[config.mk]
export PLATFORM = sky130hd
export DESIGN_NAME = dual_cfg_loader
export DESIGN_NICKNAME = d
export VERILOG_FILES = /design/src/rtl/dcl_pkg.sv /design/src/rtl/dcl_cclk_gen.sv /design/src/rtl/dcl_bit_feeder.sv /design/src/rtl/dual_cfg_loader.sv
export SDC_FILE = /design/constraint.sdc
export NUM_CORES = 1
export LEC_CHECK = 0
export BUFFER_PORTS_ARGS = -buffer_cell sky130_fd_sc_hd__buf_2
export CAP_MARGIN = 20
export CELL_PAD_IN_SITES_DETAIL_PLACEMENT = 0
export CELL_PAD_IN_SITES_GLOBAL_PLACEMENT = 2
export CORE_MARGIN = 2
export CORE_UTILIZATION = 37
export CTS_CLUSTER_DIAMETER = 80
export DETAILED_ROUTE_END_ITERATION = 8
export PLACE_DENSITY_LB_ADDON = 0.1
export RECOVER_POWER = 25
export SLEW_MARGIN = 20
export SYNTH_ARGS = -nofsm -noshare
export SYNTH_HDL_FRONTEND = slang
export SYNTH_SLANG_ARGS = --single-unit
[constraint.sdc]
create_clock -name clk -period 3 [get_ports clk]
set_input_delay 0.3 -clock clk [delete_from_list [all_inputs] [get_ports clk]]
set_output_delay 0.3 -clock clk [all_outputs]
set_load 0.02 [all_outputs]
[src/rtl/dcl_pkg.sv]
package dcl_pkg;
  typedef enum logic [2:0] {
    ST_IDLE, ST_PROG, ST_WINIT, ST_SHIFT, ST_FLUSH, ST_TAIL, ST_DONE, ST_ERR
  } dcl_state_e;

  function automatic int ceil_div(int num, int den);
    return (num + den - 1) / den;
  endfunction
endpackage

[src/rtl/dcl_cclk_gen.sv]
module dcl_cclk_gen #(
  parameter int HALF = 5
) (
  input  logic clk,
  input  logic rst,
  input  logic run,
  input  logic allow_fall,
  output logic cclk,
  output logic rise,
  output logic fall
);
  localparam int HW = $clog2(HALF + 1);

  logic [HW-1:0] hc;
  logic          expired;

  assign expired = run && (hc == HW'(HALF - 1));
  assign rise    = expired && !cclk;
  assign fall    = expired && cclk && allow_fall;

  always_ff @(posedge clk) begin
    if (rst || !run) begin
      cclk <= 1'b0;
      hc   <= '0;
    end else if (rise || fall) begin
      cclk <= !cclk;
      hc   <= '0;
    end else if (!expired) begin
      hc <= hc + 1'b1;
    end
  end
endmodule

[src/rtl/dcl_bit_feeder.sv]
module dcl_bit_feeder #(
  parameter int NBITS = 393632
) (
  input  logic       clk,
  input  logic       rst,
  input  logic       arm,
  input  logic       fetch_en,
  input  logic       adv,
  input  logic [7:0] in_data,
  input  logic       in_valid,
  output logic       in_ready,
  output logic       dout,
  output logic       avail,
  output logic       drained
);
  localparam int NBYTES = dcl_pkg::ceil_div(NBITS, 8);
  localparam int RW     = $clog2(NBITS + 1);
  localparam int BW     = $clog2(NBYTES + 1);

  logic [RW-1:0] rem;
  logic [BW-1:0] bytes_left;
  logic [7:0]    sh, hold;
  logic [3:0]    sh_cnt;
  logic          hold_full;
  logic          take, consume;

  assign drained  = (rem == '0);
  assign in_ready = fetch_en && !hold_full && (bytes_left != '0);
  assign take     = in_ready && in_valid;
  assign avail    = drained || (sh_cnt != 4'd0) || hold_full;
  assign consume  = adv && !drained && (sh_cnt == 4'd0) && hold_full;

  always_ff @(posedge clk) begin
    if (rst) begin
      rem        <= '0;
      bytes_left <= '0;
      sh         <= '0;
      hold       <= '0;
      sh_cnt     <= '0;
      hold_full  <= 1'b0;
      dout       <= 1'b1;
    end else if (arm) begin
      rem        <= RW'(NBITS);
      bytes_left <= BW'(NBYTES);
      sh_cnt     <= '0;
      hold_full  <= 1'b0;
      dout       <= 1'b1;
    end else begin
      if (take) begin
        hold       <= in_data;
        bytes_left <= bytes_left - 1'b1;
      end
      hold_full <= take ? 1'b1 : (consume ? 1'b0 : hold_full);
      if (adv) begin
        if (drained) begin
          dout <= 1'b1;
        end else if (sh_cnt != 4'd0) begin
          dout   <= sh[7];
          sh     <= {sh[6:0], 1'b0};
          sh_cnt <= sh_cnt - 1'b1;
          rem    <= rem - 1'b1;
        end else if (hold_full) begin
          dout   <= hold[7];
          sh     <= {hold[6:0], 1'b0};
          sh_cnt <= 4'd7;
          rem    <= rem - 1'b1;
        end
      end
    end
  end
endmodule

[src/rtl/dual_cfg_loader.sv]
module dual_cfg_loader #(
  parameter int CLK_HZ       = 100_000_000,
  parameter int MAX_CCLK_HZ  = 10_000_000,
  parameter int BITS_A       = 393632,
  parameter int BITS_B       = 393632,
  parameter int PROG_CYCLES  = 64,
  parameter int INIT_TIMEOUT = 100000,
  parameter int EXTRA_CLKS   = 16
) (
  input  logic       clk,
  input  logic       rst,
  input  logic       start,
  input  logic [7:0] a_data,
  input  logic       a_valid,
  output logic       a_ready,
  input  logic [7:0] b_data,
  input  logic       b_valid,
  output logic       b_ready,
  output logic       cfg_prog,
  output logic       cfg_clk,
  output logic       cfg_dout_a,
  output logic       cfg_dout_b,
  input  logic       init_a,
  input  logic       init_b,
  input  logic       done_a,
  input  logic       done_b,
  output logic       busy,
  output logic       ok_a,
  output logic       fail_a,
  output logic       ok_b,
  output logic       fail_b,
  output logic       init_err
);
  import dcl_pkg::*;

  localparam int HALF = ceil_div(CLK_HZ, 2 * MAX_CCLK_HZ);
  localparam int CM1  = (PROG_CYCLES > INIT_TIMEOUT) ? PROG_CYCLES : INIT_TIMEOUT;
  localparam int CMAX = (CM1 > EXTRA_CLKS) ? CM1 : EXTRA_CLKS;
  localparam int TW   = $clog2(CMAX + 1);

  dcl_state_e    state;
  logic [TW-1:0] cnt;
  logic          primed, arm, fetch_en, prime, adv, run, allow_fall;
  logic          rise, fall, both_avail, all_drained;
  logic [1:0]    t_valid, t_ready, t_dout, t_avail, t_drained;
  logic [7:0]    t_data [2];

  assign t_data[0] = a_data;
  assign t_data[1] = b_data;
  assign t_valid   = {b_valid, a_valid};
  assign a_ready   = t_ready[0];
  assign b_ready   = t_ready[1];
  assign cfg_dout_a = t_dout[0];
  assign cfg_dout_b = t_dout[1];

  assign arm         = start && (state == ST_IDLE || state == ST_DONE || state == ST_ERR);
  assign fetch_en    = (state == ST_PROG) || (state == ST_WINIT) || (state == ST_SHIFT);
  assign both_avail  = &t_avail;
  assign all_drained = &t_drained;
  assign prime       = (state == ST_SHIFT) && !primed && both_avail;
  assign adv         = prime || fall;
  assign run         = ((state == ST_SHIFT) && primed) || (state == ST_FLUSH) || (state == ST_TAIL);
  assign allow_fall  = (state == ST_SHIFT) ? both_avail : 1'b1;

  dcl_cclk_gen #(.HALF(HALF)) u_cclk (
    .clk(clk), .rst(rst), .run(run), .allow_fall(allow_fall),
    .cclk(cfg_clk), .rise(rise), .fall(fall)
  );

  for (genvar g = 0; g < 2; g++) begin : g_tgt
    dcl_bit_feeder #(.NBITS(g == 0 ? BITS_A : BITS_B)) u_feed (
      .clk(clk), .rst(rst), .arm(arm), .fetch_en(fetch_en), .adv(adv),
      .in_data(t_data[g]), .in_valid(t_valid[g]), .in_ready(t_ready[g]),
      .dout(t_dout[g]), .avail(t_avail[g]), .drained(t_drained[g])
    );
  end

  always_ff @(posedge clk) begin
    if (rst) begin
      state    <= ST_IDLE;
      cnt      <= '0;
      primed   <= 1'b0;
      cfg_prog <= 1'b0;
      busy     <= 1'b0;
      ok_a     <= 1'b0;
      fail_a   <= 1'b0;
      ok_b     <= 1'b0;
      fail_b   <= 1'b0;
      init_err <= 1'b0;
    end else begin
      case (state)
        ST_IDLE, ST_DONE, ST_ERR: begin
          if (start) begin
            state    <= ST_PROG;
            cnt      <= '0;
            primed   <= 1'b0;
            cfg_prog <= 1'b1;
            busy     <= 1'b1;
            ok_a     <= 1'b0;
            fail_a   <= 1'b0;
            ok_b     <= 1'b0;
            fail_b   <= 1'b0;
            init_err <= 1'b0;
          end
        end
        ST_PROG: begin
          if (cnt == TW'(PROG_CYCLES - 1)) begin
            cfg_prog <= 1'b0;
            state    <= ST_WINIT;
            cnt      <= '0;
          end else begin
            cnt <= cnt + 1'b1;
          end
        end
        ST_WINIT: begin
          if (init_a && init_b) begin
            state <= ST_SHIFT;
            cnt   <= '0;
          end else if (cnt == TW'(INIT_TIMEOUT - 1)) begin
            state    <= ST_ERR;
            init_err <= 1'b1;
            fail_a   <= !init_a;
            fail_b   <= !init_b;
            busy     <= 1'b0;
          end else begin
            cnt <= cnt + 1'b1;
          end
        end
        ST_SHIFT: begin
          if (prime) primed <= 1'b1;
          if (rise && all_drained) begin
            state <= ST_FLUSH;
            cnt   <= '0;
          end
        end
        ST_FLUSH: begin
          if (rise) begin
            if (cnt == TW'(EXTRA_CLKS - 1)) state <= ST_TAIL;
            else                            cnt   <= cnt + 1'b1;
          end
        end
        ST_TAIL: begin
          if (fall) begin
            state  <= ST_DONE;
            busy   <= 1'b0;
            ok_a   <= done_a;
            fail_a <= !done_a;
            ok_b   <= done_b;
            fail_b <= !done_b;
          end
        end
        default: state <= ST_IDLE;
      endcase
    end
  end
endmodule

Word level (Yosys, flattened, before mapping)
Index checks and enable logic that the tools add are counted.
{"block": "op_classes", "bitwise_logic": 3, "n_mux": 75, "reduce_logical": 94, "eq_ne": 25, "add_sub_neg": 8}
{"operator": "2-to-1 mux 19 bit", "count": 10}
{"operator": "2-to-1 mux 17 bit", "count": 7}
{"operator": "case mux 17 bit (5 select lines)", "count": 1}
{"operator": "2-to-1 mux 16 bit", "count": 4}
{"operator": "zero test 19 bit", "count": 2}
{"operator": "subtractor 19 x 1 -> 19 bit (second input constant)", "count": 2}
{"operator": "2-to-1 mux 8 bit", "count": 4}
{"operator": "nonzero test 16 bit", "count": 2}
{"operator": "subtractor 16 x 1 -> 16 bit (second input constant)", "count": 2}
{"operator": "2-to-1 mux 1 bit", "count": 28}
{"operator": "2-to-1 mux 3 bit", "count": 8}
{"operator": "logical AND 1 bit", "count": 22}
{"operator": "nonzero test 2 bit", "count": 11}
{"operator": "AND reduction 3 bit", "count": 7}
{"operator": "case mux 3 bit (6 select lines)", "count": 1}
{"operator": "adder 17 x 1 -> 17 bit (second input constant)", "count": 1}
{"operator": "== test 17 bit (second input constant)", "count": 1}
{"operator": "== test 17 x 4 -> 1 bit (second input constant)", "count": 1}
{"operator": "== test 17 x 6 -> 1 bit (second input constant)", "count": 1}
{"operator": "2-to-1 mux 4 bit", "count": 4}
{"operator": "!= test 2 bit (second input constant)", "count": 8}
{"operator": "== test 3 bit (second input constant)", "count": 5}
{"operator": "nonzero test 3 bit", "count": 5}
{"operator": "logical OR 1 bit", "count": 13}
{"operator": "other kinds (22)", "count": 55}
{"block": "word_totals", "input_bits": 25, "word_cells": 235, "reg_bits": 146, "output_inout_bits": 12}

Longest topological paths before layout
{"block": "depth", "word_depth": 13, "ltp_mapped": 11, "mapped_depth_nobuf": 9}

Cells and area by module
Synthesis repeated with hierarchy kept, for this count alone.
{"block": "hier_totals", "hier_cells": 857, "area_unflattened_um2": 7287.0}
{"mod": "dcl_bit_feeder", "area_per_inst_um2": 2701.3, "seq_area_each_um2": 1121.1, "cells_per_inst": 308, "instances": 2}
{"mod": "dual_cfg_loader", "area_per_inst_um2": 1670.4, "seq_area_each_um2": 560.5, "cells_per_inst": 213, "instances": 1}
{"mod": "dcl_cclk_gen", "area_per_inst_um2": 214.0, "seq_area_each_um2": 80.1, "cells_per_inst": 28, "instances": 1}

Worst setup path after synthesis
Ideal clock, no wire load.
{"block": "synth_path", "path_kind": "register to register", "from": "reg g_tgt[0].u_feed.rem[12]", "to": "reg cnt[10]", "setup_time_ps": 71, "path_buffers": 1, "path_slack_ps": 293, "arrival_time_ps": 2636, "required_time_ps": 2929, "period_less_slack_ps": 2707, "stages_incl_launch_ff": 9, "cell_sequence": "dfxtp_1 or4_4 nor4_4 nand4_1 a21o_1 or2_4 buf_6 or4_1 a21oi_1"}
{"block": "synth_between", "elab_chain_len": 5}
{"element": "start, declared", "line": "dcl_bit_feeder.sv:20", "rtl": "logic [RW-1:0] rem;"}
{"element": "start signal, assigned", "line": "dcl_bit_feeder.sv:43", "rtl": "rem <= RW'(NBITS);"}
{"element": "start signal, assigned", "line": "dcl_bit_feeder.sv:61", "rtl": "rem <= rem - 1'b1;"}
{"element": "start signal, assigned", "line": "dcl_bit_feeder.sv:66", "rtl": "rem <= rem - 1'b1;"}
{"element": "zero test 19 bit", "line": "dcl_bit_feeder.sv:27", "rtl": "assign drained = (rem == '0);"}
{"element": "AND reduction 2 bit", "line": "dual_cfg_loader.sv:59", "rtl": "assign all_drained = &t_drained;"}
{"element": "logical AND 1 bit", "line": "dual_cfg_loader.sv:131", "rtl": "if (rise && all_drained) begin"}
{"element": "!= test 2 x 1 -> 1 bit (no source line)"}
{"element": "AND reduction 6 bit (no source line)"}
{"element": "end signal, assigned", "line": "dual_cfg_loader.sv:112", "rtl": "cnt <= cnt + 1'b1;"}
{"element": "end signal, assigned", "line": "dual_cfg_loader.sv:126", "rtl": "cnt <= cnt + 1'b1;"}
{"element": "end signal, assigned", "line": "dual_cfg_loader.sv:139", "rtl": "else cnt <= cnt + 1'b1;"}
{"element": "end, declared", "line": "dual_cfg_loader.sv:42", "rtl": "logic [TW-1:0] cnt;"}
Every way passes these cells.
A chain may end at the register's enable or synchronous reset.

Worst setup path in the final report
{"block": "layout_path", "from": "reg g_tgt[0].u_feed.rem[9]", "to": "reg cnt[16]"}
The elaborated chain is that of the path after synthesis.

==> reports/metrics.cfg <==
[timing]
min_period_over_period_pct=95.81
tns_ns=0
maxSlewViolCount=0
tightest_slew_ns=0.8393
setup_viol=0
finClkSkew_ns=0.01141
timing.hold.ws_ns=0.1159
timing.fmax_mhz=347.9
min_period_ns=2.874
max-slew-margin-rel_pct=43.84
hold_viol=0
rsz0062_at_grt=yes

[setup_path]
critPathArrivalTime_ns=3.22
crit_type=flip-flop to flip-flop
max_stage_delay_ns=0.58
crit_slowest_cell=or4_4
required_ns=3.35
end_kind=flip-flop
reg2reg_setup_slack_ns=0.13
r2r_cells=7
start_kind=flip-flop
r2r-start=g_tgt[0].u_feed.rem[9]
r2r_end=cnt[16]
worstPathCellList=or4_4 > nor4_4 > nand4_1 > a21o_1 > or2_4 > or4_1 > a21oi_1
path_max_fanout=12

[layout]
final_nets=923
instances_no_fill=1128
finish.instance_area_mm2=0.008044
diodes=0
num-fill-cells=1851
final-seq-area_mm2=0.002883
final_core_util_pct=44.63
drive_gt1_share_pct=11.68
area.growth.synth_to_final_pct=17.68
multi_input_area_mm2=0.003745

[power]
vdd_drop_max_mv=0.3779
power_density_mw_per_mm2=587.9
p_leak_nw=2.910

[route]
routed_wl_um=17010
wire_per_inst_um=15.08
final_antenna_net_count=0
first_pass_iters=4
drc=0
vias=6053
dr.first_iter.drc_count=233
viasPerCell=5.366

[synthesis]
synth.distinct_cells=55
synth_top_family_by_area=simple AND/OR/NAND/NOR gates
async_reset_ff_share_pct=0
synth_edf_count=0
synth_mux_area_share_pct=1.464
syn_nets=878
synthAdderAreaFrac_pct=2.014
synth_compound_area_share_pct=14.72
avgSynthCellArea_um2=8.118
syn_inst=842
synthXorXnorAreaFrac_pct=7.560
yosysTopAreaCellShare_pct=42.17
yosysWarnings=0
synth_seq_area_share_pct=42.17
yosys.area.top_type=dfxtp_1
ys.flop_type=dfxtp_1
synthTopCellsByArea=dfxtp_1 (42%), nor2_1 (7.0%), a21oi_1 (5.3%), nand2_1 (5.1%), xor2_1 (4.9%)
synth.cell_area_mm2=0.006835
yosys.area_share.simple_pct=28.48
synth-seq-cells=144

[place]
dp_cells=1095
dpl-instance-area_mm2=0.007401
gp_congestion=0.8358
dp_hpwl_um=11560
numPortBuffers=36

[clocking]
cts_tree=done
worstSkewPairLatency_ns=0.42
clock-sinks=144
cts.htree.levels=4
clkTransAtPathRegs_ns=0.06
cts_buffer_depth=2
root_buffer=clkbuf_16
cts_made_buffers=17
hold_buffers=0

[floorplan]
die_area_mm2=0.01958
dieHeight_um=139.9
die-width_um=139.9
core_mm2=0.01802
rows=49
io-pin-count=37
initial_core_util_pct=37.92

[hold_path]
hold_class=input port to flip-flop
hold_path_startpoint=b_data[3]
whs_endpoint=g_tgt[1].u_feed.hold[3]
hold_depth=3

[grt]
grt_pass1_wl_um=28080
grt_pass1_vias=5697
grt_antenna_before_repair=0
grt_start_max_net_pins=40
grt_overflow=0
grt_use_total_pct=17.41

[run_status]
status=finished, final reports clean

[run]
max_cap_violations=0

-- metrics by stage --
stage | power (W) | setup WS [ns]
2_1_floorplan | 0.002359 | 0.2931
3_3_place_gp | 0.002487 | 0.1130
3_5_place_dp | 0.002495 | 0.04039
4_1_cts | 0.004789 | 0.02970
5_1_grt | 0.004942 | 0.001706
6_report | 0.004729 | 0.1256
-- cells in the mapped netlist, types with 2 or more instances --
library cell and instances:
a211o_1 2, a211oi_1 19, a21o_1 3, a21oi_1 72, a311oi_1 8, a31oi_1 7
a32oi_1 2, and2_1 4, and3_1 10, and4_1 2, buf_1 3, buf_2 4
clkbuf_1 33, dfxtp_1 144, ha_1 11, inv_1 21, mux2i_1 10, nand2_1 93
nand2b_1 8, nand3_1 20, nand3b_1 8, nand4_1 15, nand4b_1 7, nor2_1 128
nor2b_1 4, nor3_1 26, nor3b_1 3, nor4_1 11, o21a_1 2, o21ai_0 28
o22ai_1 6, o31ai_1 8, or2_2 4, or3_1 13, or4_1 23, or4b_1 4
xnor2_1 21, xor2_1 38
-- power breakdown --
| group | switching [W] | leakage (nW) | internal (W) |
|---|---|---|---|
| Clock | 0.000833 | 0.306 | 0.00144 |
| Combinational | 0.000266 | 1.44 | 0.000169 |
| Sequential | 0.0000500 | 1.17 | 0.00197 |
-- metal layers --
metal | track usage, % | vias up | share of wire, %
li1 | - | 3077 | -
met1 | 23.60 | 2881 | 50
met2 | 27.91 | 82 | 47
met3 | 3.692 | 13 | 2.2
met4 | 5.421 | 0 | 1.3
met5 | 0 | - | 0
-- sequential cells by signal, summed over array words and instances (netlist names), 2 cells and up --
| name | cells |
|---|---|
| cnt | 17 |
| g_tgt.u_feed.hold_full | 2 |
| g_tgt.u_feed.sh | 14 |
| g_tgt.u_feed.dout | 2 |
| u_cclk.hc | 3 |
| g_tgt.u_feed.sh_cnt | 8 |
| g_tgt.u_feed.bytes_left | 32 |
| g_tgt.u_feed.hold | 16 |
| state | 3 |
| g_tgt.u_feed.rem | 38 |
-- area by class of cell --
class | instances | share of cell area, %
multi-input cells | 637 | 46.55
flip-flops and latches | 144 | 35.84
clock buffers | 19 | 5.631
repair buffers | 66 | 5.149
well taps | 229 | 3.562
clock inverters | 12 | 2.287
inverters | 21 | 0.9799
-- worst max path at each step --
stage | from | endpoint | slack [ns] | cells after the start
after floorplan | g_tgt[0].u_feed.rem[12] | cnt[10] | 0.29 | 8
after global placement | g_tgt[0].u_feed.rem[9] | cnt[14] | 0.11 | 7
after detailed placement | g_tgt[0].u_feed.rem[12] | cnt[7] | 0.04 | 7
after CTS | g_tgt[0].u_feed.rem[12] | cnt[7] | 0.03 | 7
after global routing | g_tgt[0].u_feed.rem[3] | cnt[6] | 0.002 | 7
final | g_tgt[0].u_feed.rem[9] | cnt[16] | 0.13 | 7
-- timing repair --
item / 4_1_cts / 5_1_grt
setup endpoints to repair: 0 / 11
gates resized for setup: 0 / 2
setup buffers: 0 / 1
-- cell families (layout without fill, tap and decap cells) --
group                    count (synthesis)  count (layout)
flip-flops                             144             144
buffers and inverters                   62             118
XOR/XNOR                                59              59
adder cells (fa/ha/maj)                 11              11
AND/OR/NAND/NOR                        390             391
multiplexers                            10              10
AO/OA/AOI/OAI                          166             166
-- critical path, delay by kind of cell, from the launching register on --
| kind | cells | cell delay, ns |
|---|---|---|
| simple gates | 5 | 2.05 |
| flops | 1 | 0.34 |
| compound gates | 2 | 0.41 |
-- layout by cell type (no fill, tap or decap), types with 10 or more instances in the layout --
cell,count
o21ai_0,28
ha_1,11
nand4_1,15
mux2i_1,10
nand2_1,93
xor2_1,38
and3_1,10
clkbuf_16,17
or4_1,22
nor3_1,25
xnor2_1,21
inv_1,21
a21oi_1,72
clkbuf_1,11
nor2_1,128
nor4_1,10
buf_2,26
or3_1,12
nand3_1,20
a211oi_1,19
dfxtp_1,144
buf_4,27
Power figures use the tool's default switching activity.
